**src/rtl/cam_capture.sv**
```systemverilog
module cam_capture #(
  parameter int DW = 10,
  parameter int CW = 16
) (
  input  logic          pclk,
  input  logic          rst_n,
  input  logic          gated_mode,
  input  logic          vs_inv,
  input  logic          hs_inv,
  input  logic          vsync,
  input  logic          hsync,
  input  logic [DW-1:0] pix_in,
  output logic          out_valid,
  output logic [DW-1:0] out_data,
  output logic          out_sof,
  output logic          out_sol,
  output logic          out_eol,
  output logic          out_eof,
  output logic [CW-1:0] line_count,
  output logic [CW-1:0] pixel_count
);

  logic vs_q, hs_q, mode_q, open_q, sof_pend;
  logic vs_act, hs_act, mode_chg, frame_start, vs_fall, hs_fall;
  logic open_now, take, sof_now, sol_now, line_start;

  assign vs_act      = vsync ^ vs_inv;
  assign hs_act      = hsync ^ hs_inv;
  assign mode_chg    = gated_mode != mode_q;
  assign frame_start = vs_act & ~vs_q & ~mode_chg;
  assign vs_fall     = ~vs_act & vs_q;
  assign hs_fall     = ~hs_act & hs_q;
  assign open_now    = (open_q | frame_start) & vs_act & ~mode_chg;
  assign take        = open_now & (~gated_mode | hs_act);
  assign sof_now     = take & (frame_start | sof_pend);
  assign sol_now     = take & gated_mode & (~hs_q | sof_now);
  assign line_start  = gated_mode ? sol_now : sof_now;

  always_ff @(posedge pclk or negedge rst_n) begin
    if (!rst_n) begin
      vs_q        <= 1'b1;
      hs_q        <= 1'b1;
      mode_q      <= 1'b1;
      open_q      <= 1'b0;
      sof_pend    <= 1'b0;
      out_valid   <= 1'b0;
      out_data    <= '0;
      out_sof     <= 1'b0;
      out_sol     <= 1'b0;
      out_eol     <= 1'b0;
      out_eof     <= 1'b0;
      line_count  <= '0;
      pixel_count <= '0;
    end else begin
      vs_q      <= vs_act;
      hs_q      <= hs_act;
      mode_q    <= gated_mode;
      open_q    <= open_now;
      sof_pend  <= (frame_start | sof_pend) & open_now & ~take;
      out_valid <= take;
      if (take) out_data <= pix_in;
      out_sof   <= sof_now;
      out_sol   <= sol_now;
      out_eol   <= gated_mode & open_q & hs_fall & ~mode_chg;
      out_eof   <= open_q & vs_fall & ~mode_chg;
      if (frame_start)  line_count <= sol_now ? CW'(1) : '0;
      else if (sol_now) line_count <= line_count + CW'(1);
      if (take)             pixel_count <= line_start ? CW'(1) : pixel_count + CW'(1);
      else if (frame_start) pixel_count <= '0;
    end
  end


  sof_has_sample_chk: assert property (@(posedge pclk) disable iff (!rst_n)
    out_sof |-> out_valid);


  gated_idle_chk: assert property (@(posedge pclk) disable iff (!rst_n)
    (gated_mode && !mode_chg && !hs_act) |=> !out_valid);


  eol_single_chk: assert property (@(posedge pclk) disable iff (!rst_n)
    out_eol |=> !out_eol);


  eof_single_chk: assert property (@(posedge pclk) disable iff (!rst_n)
    out_eof |=> !out_eof);


  mode_drop_chk: assert property (@(posedge pclk) disable iff (!rst_n)
    mode_chg |=> (!out_valid && !out_eof));


  sol_count_chk: assert property (@(posedge pclk) disable iff (!rst_n)
    out_sol |-> (pixel_count == CW'(1) && line_count != '0));

endmodule

```
**config.mk**
```make
export PLATFORM = sky130hd
export DESIGN_NAME = cam_capture
export DESIGN_NICKNAME = d
export VERILOG_FILES = /design/src/rtl/cam_capture.sv
export SDC_FILE = /design/constraint.sdc
export NUM_CORES = 1
export LEC_CHECK = 0
export BUFFER_PORTS_ARGS = -buffer_cell sky130_fd_sc_hd__buf_2
export CAP_MARGIN = 10
export CORE_MARGIN = 4
export CORE_UTILIZATION = 54
export DETAILED_ROUTE_END_ITERATION = 16
export PLACE_DENSITY = 0.8
export RECOVER_POWER = 25
export SKIP_LAST_GASP = 1
export SYNTH_ARGS = -nofsm -noshare
export SYNTH_HDL_FRONTEND = slang
export SYNTH_SLANG_ARGS = --single-unit
```
**constraint.sdc**
```tcl
create_clock -name pclk -period 2.5 [get_ports pclk]
set_clock_uncertainty 0.15 [all_clocks]
set_input_delay 0.5 -clock pclk [delete_from_list [all_inputs] [get_ports pclk]]
set_output_delay 0.5 -clock pclk [all_outputs]
set_load 0.005 [all_outputs]
```
==> impl_metrics.env <==
export IMPL_n_fill_cell=418
export IMPL_h_tree_depth=2
export IMPL_ios=64
export IMPL_detail_route_first_pass_iterations=4
export IMPL_worst_pin_slew_ps=1416
export IMPL_yosysTopAreaCellShare_pct=44.50
export IMPL_cp_required_ps=2580
export IMPL_arrival_ps=2090
export IMPL_path_max_fanout=11
export IMPL_finalSetupViolations=0
export IMPL_hold_start="pix_in[3]"
export IMPL_rsz0062_at_grt="false"
export IMPL_synth_commonest_cells="dfrtp_1, nand2_1, nand3_1"
export IMPL_yosys_warnings=0
export IMPL_fin_util_pct=67.35
export IMPL_hold_slack_ps=260.7
export IMPL_rr_startpoint="pixel_count[5]$_DFFE_PN0P_"
export IMPL_hold_buffers=0
export IMPL_cts_setup_buffers=0
export IMPL_synth_most_common_cell="dfrtp_1"
export IMPL_path_class="reg2reg"
export IMPL_drtIter0Drc=256
export IMPL_synth_area_leaders="dfrtp_1, mux2_2, nand2_1"
export IMPL_synth_cell_types=55
export IMPL_grt_pass1_wl_um=10660
export IMPL_syn2layout_area_growth_pct=17.76
export IMPL_dieArea_um2=6309
export IMPL_fmax_mhz=496.5
export IMPL_ir_drop_mv=0.5023
export IMPL_nets=357
export IMPL_finalMaxSlewViolations=0
export IMPL_antenna_found_initial=0
export IMPL_fp_dieH_um=79.43
export IMPL_status="finished, final reports clean"
export IMPL_overflow=0
export IMPL_grt_pass1_vias=2196
export IMPL_final_hold_violation_count=0
export IMPL_synthFlopType="dfrtp_1"
export IMPL_endpoint_kind="flip-flop"
export IMPL_diodes=0
export IMPL_cts_sinks=52
export IMPL_synth_area_per_cell_um2=9.982
export IMPL_detail_route_antenna_nets=0
export IMPL_numCtsBuffers=5
export IMPL_post_route_period_util_pct=80.56
export IMPL_design_core_area_um2=4817
export IMPL_rows=25
export IMPL_cts_root_buf="clkbuf_8"
export IMPL_routed_wl_um=6142
export IMPL_setup_worst_path_start_class="flip-flop"
export IMPL_synth_area_um2=2755
export IMPL_place_ws_ps=378.3
export IMPL_setup_ws_ps=486.1
export IMPL_clock_tree_buffer_depth=2
export IMPL_track_usage_pct=21.36
export IMPL_ys_seq_area_share_pct=47.37
export IMPL_wl_per_cell_um=15.13
export IMPL_finalSetupTns_ps=0
export IMPL_syn_nets=295
export IMPL_holdPathEnd="out_data[3]$_DFFE_PN0P_"
export IMPL_cap_violations=0
export IMPL_p_leak_nw=1.511
export IMPL_power_density_nw_per_um2=571.6
export IMPL_initial_core_util_pct=57.19
export IMPL_drive_gt1_share_pct=29.79
export IMPL_ys_ff_latch=52
export IMPL_grt_start_max_net_pins=29
export IMPL_drc=0
export IMPL_rrSetupSlack_ps=490
export IMPL_slew_headroom_pct=5.631
export IMPL_synth_edf_count=0
export IMPL_post_cts_resized=0
export IMPL_dieWidth_um=79.43
export IMPL_cts_tree="built"
export IMPL_r2r_end="pixel_count[14]$_DFFE_PN0P_"
export IMPL_worstHoldPathType="in2reg"
export IMPL_min_path_cells=2
export IMPL_vias=2395
export IMPL_post_route_min_period_ps=2014
export IMPL_gp_congestion=0.8637
export IMPL_vias_per_cell=5.899
export IMPL_cts_clk_slew_worst_paths_ps=110
export IMPL_post_dp_hpwl_um=4374
export IMPL_ys_async_sr_fraction_pct=100.0
export IMPL_ff2ff_path_depth=4
export IMPL_portBuffers=63
export IMPL_synth_top_area_cell="dfrtp_1"
export IMPL_top_regs="line_count x16, pixel_count x16, out_data x10"
export IMPL_syn_inst=276
export IMPL_clk_latency_ps=310
==> power breakdown <==
part / switching, mW / internal, mW / total [mW] / leakage (nW)
Sequential: 0.0568 / 0.930 / 0.986 / 0.691
Clock: 0.305 / 0.207 / 0.512 / 0.0491
Combinational: 0.187 / 0.169 / 0.356 / 0.771
==> cell type report <==
type / instances / area [um2] / area share, %
clock buffers: 5 / 68.82 / 2.121
clock inverters: 3 / 26.28 / 0.8099
inverters: 8 / 31.28 / 0.9641
multi-input cells: 197 / 1321 / 40.73
flip-flops and latches: 52 / 1305 / 40.22
well taps: 67 / 83.83 / 2.584
repair buffers: 74 / 407.9 / 12.57
==> cell usage in the layout (no fill, tap or decap), types with 3 or more instances in the layout <==
cell and instances:
buf_2 61, dfrtp_1 49, nand2_1 26, nand3_1 19, nand4_1 13, a31oi_1 13, nand2b_1 12, nor2_1 11
mux2_2 10, buf_4 10, nor4_1 9, mux2i_1 8, inv_1 6, nor3_1 5, a21oi_1 5, and4_1 5
and3_1 5, or4_1 5, o211ai_1 5, clkbuf_8 5, xnor2_1 3, o21ai_0 3, a41oi_1 3, dfstp_2 3
==> cell families after synthesis <==
group           synth area share (%)
simple gates                   25.07
flops                          47.37
compound gates                 13.12
buf+inv                        4.677
mux                            6.994
xor+xnor                       1.862
fa+ha+maj                     0.9081
==> layer usage <==
| metal | share of wire [%] | vias to the layer above | global-route usage [%] |
|---|---|---|---|
| li1 | - | 1168 | - |
| met1 | 47 | 1141 | 30.37 |
| met5 | 0 | - | 0 |
| met4 | 0.96 | 0 | 6.014 |
| met3 | 6.4 | 5 | 5.982 |
| met2 | 46 | 81 | 31.89 |
==> worst max-delay path, stage by stage, from the launching register on <==
cell and delay (ps):
dfrtp_1 480, nand3_1 330, or4_1 660, nand4b_1 200, o211ai_1 110
==> worst max-delay path by stage <==
stage | start | end | slack [ps] | cells past startpoint
after global routing | pixel_count[1]$_DFFE_PN0P_ | pixel_count[14]$_DFFE_PN0P_ | 390 | 5
after detailed placement | gated_mode | out_data[9]$_DFFE_PN0P_ | 380 | 4
final | pixel_count[5]$_DFFE_PN0P_ | pixel_count[14]$_DFFE_PN0P_ | 490 | 4
after CTS | mode_q$_DFF_PN1_ | out_data[6]$_DFFE_PN0P_ | 510 | 3
after floorplan | gated_mode | out_data[3]$_DFFE_PN0P_ | 500 | 5
after global placement | vs_inv | out_data[7]$_DFFE_PN0P_ | 450 | 5
==> stage by stage <==
stage / cells / cell area [um2] / total power, mW
after floorplan: 276 / 2755 / 1.192
after global placement: 398 / 3152 / 1.351
after detailed placement: 398 / 3152 / 1.361
after CTS: 406 / 3247 / 1.866
after global routing: 406 / 3244 / 1.960
final: 406 / 3244 / 1.854
(Power assumes the default switching activity.)
